<file path="src/rtl/boot_init_pkg.sv">
// Package: shared types and helpers for the start-up sequencer.
// Assumes: nothing beyond IEEE 1800-2017 elaboration-time functions.
package boot_init_pkg;

    // Sequencer phases; READY is the only phase where host writes pass.
    typedef enum logic [1:0] {
        PH_HOLD  = 2'd0,
        PH_LOAD  = 2'd1,
        PH_WAIT  = 2'd2,
        PH_READY = 2'd3
    } init_phase_t;

    // Address or counter width for n distinct values, at least one bit.
    function automatic int unsigned width_for(input int unsigned n);
        return (n < 2) ? 1 : $clog2(n);
    endfunction

    // Larger of two counts.
    function automatic int unsigned max2(input int unsigned a, input int unsigned b);
        return (a > b) ? a : b;
    endfunction

endpackage

</file>
<file path="src/rtl/init_timer.sv">
// Module: init_timer
// Counts the fixed start-up window and walks the phase machine
// HOLD -> LOAD -> WAIT -> READY. The first edge that sees reset released
// moves HOLD to LOAD with the count at 0. The count then advances once
// per cycle. READY is entered on the edge after the count reaches
// INIT_CYCLES-1, and it is kept until reset.
// Assumes: 1 <= LOAD_CYCLES <= INIT_CYCLES, INIT_CYCLES >= 2.
module init_timer
    import boot_init_pkg::*;
#(
    parameter int unsigned INIT_CYCLES = 8192,
    parameter int unsigned LOAD_CYCLES = 2048,
    localparam int unsigned CW         = width_for(INIT_CYCLES)
) (
    input  logic          clk,
    input  logic          rst_n,
    output logic [CW-1:0] cnt,
    output logic          running,
    output logic          ready
);

    localparam logic [CW-1:0] LAST_CNT = CW'(INIT_CYCLES - 1);
    localparam logic [CW-1:0] LOAD_END = CW'(LOAD_CYCLES - 1);

    init_phase_t phase_q;
    logic [CW-1:0] cnt_q;

    // Phase and counter update with a synchronous active-low reset.
    always_ff @(posedge clk) begin
        if (!rst_n) begin
            phase_q <= PH_HOLD;
            cnt_q   <= '0;
        end else begin
            unique case (phase_q)
                PH_HOLD: begin
                    phase_q <= PH_LOAD;
                    cnt_q   <= '0;
                end
                PH_LOAD: begin
                    if (cnt_q == LAST_CNT) begin
                        phase_q <= PH_READY;
                    end else begin
                        cnt_q <= cnt_q + CW'(1);
                        if (cnt_q == LOAD_END) begin
                            phase_q <= PH_WAIT;
                        end
                    end
                end
                PH_WAIT: begin
                    if (cnt_q == LAST_CNT) begin
                        phase_q <= PH_READY;
                    end else begin
                        cnt_q <= cnt_q + CW'(1);
                    end
                end
                default: begin
                    phase_q <= PH_READY;
                end
            endcase
        end
    end

    // Decode the phase into the strobes shared by the lanes.
    always_comb begin
        cnt     = cnt_q;
        running = (phase_q == PH_LOAD) || (phase_q == PH_WAIT);
        ready   = (phase_q == PH_READY);
    end

    AST_CNT_IN_RANGE: assert property (@(posedge clk) disable iff (!rst_n)
        cnt_q <= LAST_CNT);

    AST_CNT_ADVANCES: assert property (@(posedge clk) disable iff (!rst_n)
        (running && cnt_q != LAST_CNT) |=> (cnt_q == $past(cnt_q) + CW'(1)));

    AST_READY_STICKY: assert property (@(posedge clk) disable iff (!rst_n)
        ready |=> ready);

    AST_READY_AFTER_LAST: assert property (@(posedge clk) disable iff (!rst_n)
        $rose(ready) |-> ($past(cnt_q) == LAST_CNT && $past(running)));

endmodule

</file>
<file path="src/rtl/rom_copy_lane.sv">
// Module: rom_copy_lane
// Copies a boot image into its memory, one word per cycle, while the
// shared count lies below DEPTH. The image address and the memory write
// address are both the count, and the image word is written in the same
// cycle.
// Assumes: the image has a combinational read port and DEPTH <= the count
// range, so the low count bits form the address.
module rom_copy_lane
    import boot_init_pkg::*;
#(
    parameter int unsigned DEPTH = 1024,
    parameter int unsigned DW    = 32,
    parameter int unsigned CW    = 13,
    localparam int unsigned AW   = width_for(DEPTH)
) (
    input  logic          clk,
    input  logic          rst_n,
    input  logic          running,
    input  logic [CW-1:0] cnt,
    output logic [AW-1:0] rom_addr,
    input  logic [DW-1:0] rom_data,
    output logic          ram_we,
    output logic [AW-1:0] ram_addr,
    output logic [DW-1:0] ram_wdata
);

    logic in_window;

    // Open the write window while the count is inside the image.
    always_comb begin
        in_window = running && (32'(cnt) < DEPTH);
        rom_addr  = in_window ? cnt[AW-1:0] : '0;
        ram_we    = in_window;
        ram_addr  = rom_addr;
        ram_wdata = in_window ? rom_data : '0;
    end

    AST_COPY_ADDR_STEP: assert property (@(posedge clk) disable iff (!rst_n)
        (ram_we && $past(ram_we)) |-> (ram_addr == $past(ram_addr) + AW'(1)));

    AST_COPY_STARTS_AT_ZERO: assert property (@(posedge clk) disable iff (!rst_n)
        $rose(ram_we) |-> (ram_addr == '0));

endmodule

</file>
<file path="src/rtl/zero_fill_lane.sv">
// Module: zero_fill_lane
// Writes zero to every address of the working-data memory, one address
// per cycle, while the shared count lies below DEPTH.
// Assumes: DEPTH <= the count range.
module zero_fill_lane
    import boot_init_pkg::*;
#(
    parameter int unsigned DEPTH = 2048,
    parameter int unsigned DW    = 24,
    parameter int unsigned CW    = 13,
    localparam int unsigned AW   = width_for(DEPTH)
) (
    input  logic          clk,
    input  logic          rst_n,
    input  logic          running,
    input  logic [CW-1:0] cnt,
    output logic          ram_we,
    output logic [AW-1:0] ram_addr,
    output logic [DW-1:0] ram_wdata
);

    // Drive the clearing write while the count is inside the memory.
    always_comb begin
        ram_we    = running && (32'(cnt) < DEPTH);
        ram_addr  = ram_we ? cnt[AW-1:0] : '0;
        ram_wdata = '0;
    end

    AST_FILL_ADDR_STEP: assert property (@(posedge clk) disable iff (!rst_n)
        (ram_we && $past(ram_we)) |-> (ram_addr == $past(ram_addr) + AW'(1)));

    AST_FILL_STARTS_AT_ZERO: assert property (@(posedge clk) disable iff (!rst_n)
        $rose(ram_we) |-> (ram_addr == '0));

endmodule

</file>
<file path="src/rtl/host_write_gate.sv">
// Module: host_write_gate
// Passes host control writes only once the sequence is finished. A request
// seen while the sequence runs is dropped, and it raises the error flag in
// the following cycle.
// Assumes: the request is a single-cycle strobe per write.
module host_write_gate (
    input  logic clk,
    input  logic rst_n,
    input  logic ready,
    input  logic req,
    output logic grant,
    output logic err
);

    logic err_q;

    // Register the refusal of a request made during start-up.
    always_ff @(posedge clk) begin
        if (!rst_n) begin
            err_q <= 1'b0;
        end else begin
            err_q <= req && !ready;
        end
    end

    // Grant is a same-cycle qualification of the request.
    always_comb begin
        grant = req && ready;
        err   = err_q;
    end

    AST_NO_GRANT_EARLY: assert property (@(posedge clk) disable iff (!rst_n)
        !ready |-> !grant);

    AST_ERR_HAS_CAUSE: assert property (@(posedge clk) disable iff (!rst_n)
        err |-> $past(req && !ready));

endmodule

</file>
<file path="src/rtl/boot_init_seq.sv">
// Module: boot_init_seq (top)
// Start-up sequencer. One timer drives the program copy lane, the
// coefficient copy lane and the data-clearing lane in parallel. It holds
// the register file clear and gates host writes until the fixed window
// has expired.
// Assumes: every depth is between 1 and INIT_CYCLES, and the boot images
// read combinationally.
module boot_init_seq
    import boot_init_pkg::*;
#(
    parameter int unsigned INIT_CYCLES = 8192,
    parameter int unsigned PROG_DEPTH  = 1024,
    parameter int unsigned PROG_W      = 32,
    parameter int unsigned COEF_DEPTH  = 1024,
    parameter int unsigned COEF_W      = 28,
    parameter int unsigned DATA_DEPTH  = 2048,
    parameter int unsigned DATA_W      = 24,
    localparam int unsigned PROG_AW    = width_for(PROG_DEPTH),
    localparam int unsigned COEF_AW    = width_for(COEF_DEPTH),
    localparam int unsigned DATA_AW    = width_for(DATA_DEPTH)
) (
    input  logic               clk,
    input  logic               rst_n,
    output logic [PROG_AW-1:0] prog_rom_addr,
    input  logic [PROG_W-1:0]  prog_rom_data,
    output logic               prog_we,
    output logic [PROG_AW-1:0] prog_addr,
    output logic [PROG_W-1:0]  prog_wdata,
    output logic [COEF_AW-1:0] coef_rom_addr,
    input  logic [COEF_W-1:0]  coef_rom_data,
    output logic               coef_we,
    output logic [COEF_AW-1:0] coef_addr,
    output logic [COEF_W-1:0]  coef_wdata,
    output logic               data_we,
    output logic [DATA_AW-1:0] data_addr,
    output logic [DATA_W-1:0]  data_wdata,
    output logic               regs_clear,
    output logic               busy,
    input  logic               host_wr_req,
    output logic               host_wr_grant,
    output logic               host_wr_err
);

    localparam int unsigned CW          = width_for(INIT_CYCLES);
    localparam int unsigned LOAD_CYCLES = max2(max2(PROG_DEPTH, COEF_DEPTH), DATA_DEPTH);

    logic [CW-1:0] cnt;
    logic          running;
    logic          ready;

    init_timer #(
        .INIT_CYCLES (INIT_CYCLES),
        .LOAD_CYCLES (LOAD_CYCLES)
    ) u_timer (
        .clk     (clk),
        .rst_n   (rst_n),
        .cnt     (cnt),
        .running (running),
        .ready   (ready)
    );

    rom_copy_lane #(
        .DEPTH (PROG_DEPTH),
        .DW    (PROG_W),
        .CW    (CW)
    ) u_prog_lane (
        .clk       (clk),
        .rst_n     (rst_n),
        .running   (running),
        .cnt       (cnt),
        .rom_addr  (prog_rom_addr),
        .rom_data  (prog_rom_data),
        .ram_we    (prog_we),
        .ram_addr  (prog_addr),
        .ram_wdata (prog_wdata)
    );

    rom_copy_lane #(
        .DEPTH (COEF_DEPTH),
        .DW    (COEF_W),
        .CW    (CW)
    ) u_coef_lane (
        .clk       (clk),
        .rst_n     (rst_n),
        .running   (running),
        .cnt       (cnt),
        .rom_addr  (coef_rom_addr),
        .rom_data  (coef_rom_data),
        .ram_we    (coef_we),
        .ram_addr  (coef_addr),
        .ram_wdata (coef_wdata)
    );

    zero_fill_lane #(
        .DEPTH (DATA_DEPTH),
        .DW    (DATA_W),
        .CW    (CW)
    ) u_data_lane (
        .clk       (clk),
        .rst_n     (rst_n),
        .running   (running),
        .cnt       (cnt),
        .ram_we    (data_we),
        .ram_addr  (data_addr),
        .ram_wdata (data_wdata)
    );

    host_write_gate u_gate (
        .clk   (clk),
        .rst_n (rst_n),
        .ready (ready),
        .req   (host_wr_req),
        .grant (host_wr_grant),
        .err   (host_wr_err)
    );

    // Status outputs: busy and the register clear both last until ready.
    always_comb begin
        busy       = !ready;
        regs_clear = !ready;
    end

    AST_BUSY_AFTER_RESET: assert property (@(posedge clk) disable iff (!rst_n)
        !$past(rst_n) |-> busy);

    AST_BUSY_STAYS_LOW: assert property (@(posedge clk) disable iff (!rst_n)
        !busy |=> !busy);

    AST_NO_WRITE_WHEN_IDLE: assert property (@(posedge clk) disable iff (!rst_n)
        (prog_we || coef_we || data_we) |-> busy);

    AST_NO_WRITE_AFTER_RESET: assert property (@(posedge clk) disable iff (!rst_n)
        !$past(rst_n) |-> !(prog_we || coef_we || data_we));

endmodule

</file>
<file path="config.mk">
export PLATFORM = sky130hd
export DESIGN_NAME = boot_init_seq
export DESIGN_NICKNAME = d
export VERILOG_FILES = /design/src/rtl/boot_init_pkg.sv /design/src/rtl/init_timer.sv /design/src/rtl/rom_copy_lane.sv /design/src/rtl/zero_fill_lane.sv /design/src/rtl/host_write_gate.sv /design/src/rtl/boot_init_seq.sv
export SDC_FILE = /design/constraint.sdc
export NUM_CORES = 1
export LEC_CHECK = 0
export BUFFER_PORTS_ARGS = -buffer_cell sky130_fd_sc_hd__buf_2
export CORE_ASPECT_RATIO = 1.2
export CORE_MARGIN = 10
export CORE_UTILIZATION = 35
export DETAILED_ROUTE_END_ITERATION = 8
export PLACE_DENSITY = 0.85
export SYNTH_ARGS = -nofsm -noshare
export SYNTH_HDL_FRONTEND = slang
export SYNTH_HIERARCHICAL = 1
export SYNTH_SLANG_ARGS = --single-unit
</file>
<file path="constraint.sdc">
create_clock -name clk -period 4.05 [get_ports clk]
set_input_delay 0.405 -clock clk [delete_from_list [all_inputs] [get_ports clk]]
set_output_delay 0.405 -clock clk [all_outputs]
set_load 0.02 [all_outputs]
</file>
==> qor.txt <==
Status - completed
Detailed Place HPWL - 6910 µm
Relative slew margins - 38.9%
Commonest non-fill, non-tap cell in the layout - buf_2
Root Driver - clkbuf_8
Kind of critical path - reg2out
Number of primary I/O pins - 205
Min Hold Slack - 0.417 ns
GR Overflow Total - 0
PortBufs - 180
CP max-delay cell - ha_1
Max Transition Viols Final - 0
Fraction of registers with async set or reset after synthesis - 0%
Resized Gates After CTS - 0
# rows - 30
Netlist cell types - 42
Sink Count - 16
Core ar. - 5670 µm²
WP buf/inv - 3
Placed Cells - 493
Critical Path RT - 3.64 ns
Share of cells above drive strength 1 - 49.5%
FF-to-FF Start - u_timer/phase_q[0]
CTS Hold Bufs - 0
Final ANT Viol Nets - 0
Synth-to-Final Area Change - 35.9%
HP Class - in2reg
Warnings, synthesis - 6
Placer Congestion - 0.925
Clock transition at the registers of the reported paths - 0.06 ns
Pre-antenna DRT Iters - 4
Ys flop type - dfxtp_1
Critical path endpoint category - output port
Crit path largest cell delay - 0.74 ns
Cell Area, Synth - 2040 µm²
Initial antenna violation count - 0
H-tree Lvls - 1
Hold_sp - host_wr_req
Avg WL per Cell - 16.3 µm
Final period util - 75.8%
Startpoint Class - flop
Cell count after synthesis - 266
Post-layout min period - 3.07 ns
Sequential fraction of the synthesis area - 15.7%
CTS tree - built
Pwr dens - 469 nW/µm²
Max VDD drop - 0.191 mV
Later-pin clock latency in the skew report - 0.24 ns
Crit-path max FO - 34
Leak - 1.59 nW
Chip width - 89.6 µm
Worst setup path startpoint - u_timer/phase_q[0]
Initial DRC Count - 161
Number of global-route vias before repair - 2176
Worst-path cell chain - inv_1 -> ha_1 -> nor4b_4 -> buf_4 -> and2_1 -> buf_2
Largest net degree at the start of global routing - 37
Die ar. - 9280 µm²
Total GRT Usage - 15.4%
#FFs+latches synth - 16
Die H - 104 µm
Antenna diode count - 0
RSZ-0062 raised after global routing - false
F_max - 326 MHz
Via-to-Cell Ratio - 4.59
WL final - 8090 µm
Initial Util - 35.9%
Layout net count - 487
Fin Setup TNS - 0 ns
Final setup viols - 0
Crit path max-delay family - adder cells
Via Count - 2277
Max Root-Sink Buffers - 2
First-pass GRT wire length - 11500 µm
Max_cap viols - 0
Slew @ Worst Pin - 0.910 ns
Setup bufs post-CTS - 0
Number of synthesized flops with an enable pin - 0
Setup Skew - 0.00113 ns
Post-Synthesis Mean Instance Area - 7.66 µm²
Num CTS Buffers - 3
Final cell count without fillers - 496
DRC viols - 0
Commonest cells after routing, fill and taps aside - buf_2 (180), and2_1 (82), conb_1 (24), dfxtp_1 (16), nand2_1 (14)
Hold Violations, Final - 0
Arr. time, crit path - 2.67 ns
-- cells by family after synthesis --
| family | Yosys count | share of synthesized area (%) |
|---|---|---|
| compound gates | 37 | 12.5 |
| flops | 16 | 15.7 |
| fa+ha+maj | 6 | 3.69 |
| simple gates | 139 | 46.1 |
| buf+inv | 67 | 21.9 |
| other cells | 1 | 0.184 |
-- power breakdown --
part           switching, W  internal [W]
sequential        0.0000185      0.000172
combinational      0.000650      0.000342
clock             0.0000513     0.0000658
-- final cells by class --
type | instances | area [µm²]
fill | 562 | 2900
multi-input combinational | 206 | 1360
inverter | 9 | 33.8
timing repair buffer | 182 | 916
tap | 80 | 100
clock buffer | 3 | 41.3
sequential | 16 | 320
-- registers in the layout, indices dropped and copies added, names as in the netlist --
signal           cells
u_timer/cnt         13
u_timer/phase_q      2
u_gate/err           1
-- per-stage QoR --
step           power, W  area (µm²)  util (%)  worst slack [ns]
3_5_place_dp    0.00119        2730      48.1              1.25
4_1_cts         0.00132        2770      48.9             0.983
3_3_place_gp    0.00117        2730      48.1              1.38
5_1_grt         0.00139        2770      48.9             0.697
2_1_floorplan  0.000922        2120         -              1.90
6_report        0.00130        2770      48.9             0.979
-- per-layer routing --
layer / wire, µm / vias up / GRT usage, %
li1: - / 1135 / -
met1: 2810 / 1022 / 15.8
met2: 4460 / 114 / 30.1
met3: 772 / 6 / 3.45
met4: 50 / 0 / 2.39
met5: 0 / - / 0
-- final timing paths --
kind | end | slack (ns) | depth (start not counted)
setup reg to reg | u_timer/cnt[7] | 1.55 | 6
setup / recovery | prog_rom_addr[1] | 0.98 | 6
hold reg to reg | u_timer/cnt[1] | 0.54 | 2
hold / removal | u_gate/err | 0.42 | 2
-- synth_stat cells (3+ instances only) --
cell type / instances / share of area [%]
dfxtp_1: 16 / 16
a21oi_1: 7 / 1.7
ha_1: 6 / 3.7
a31oi_1: 4 / 1.2
nand2_1: 14 / 2.6
clkbuf_2: 4 / 0.98
buf_2: 4 / 0.98
nor2_1: 6 / 1.1
o21ai_0: 10 / 2.5
and4bb_2: 10 / 6.1
nor4b_4: 3 / 3.5
inv_1: 9 / 1.7
buf_4: 46 / 17
nand3_1: 9 / 2.2
and2_1: 82 / 25
-- worst register-to-register path: stages, from the launching register on --
cell	delay, ns
dfxtp_1	0.38
inv_1	0.11
ha_1	0.59
nor3_1	0.85
o21ai_0	0.20
a41oi_1	0.20
a41o_2	0.12
No activity file was read; power rests on OpenSTA's default activity.
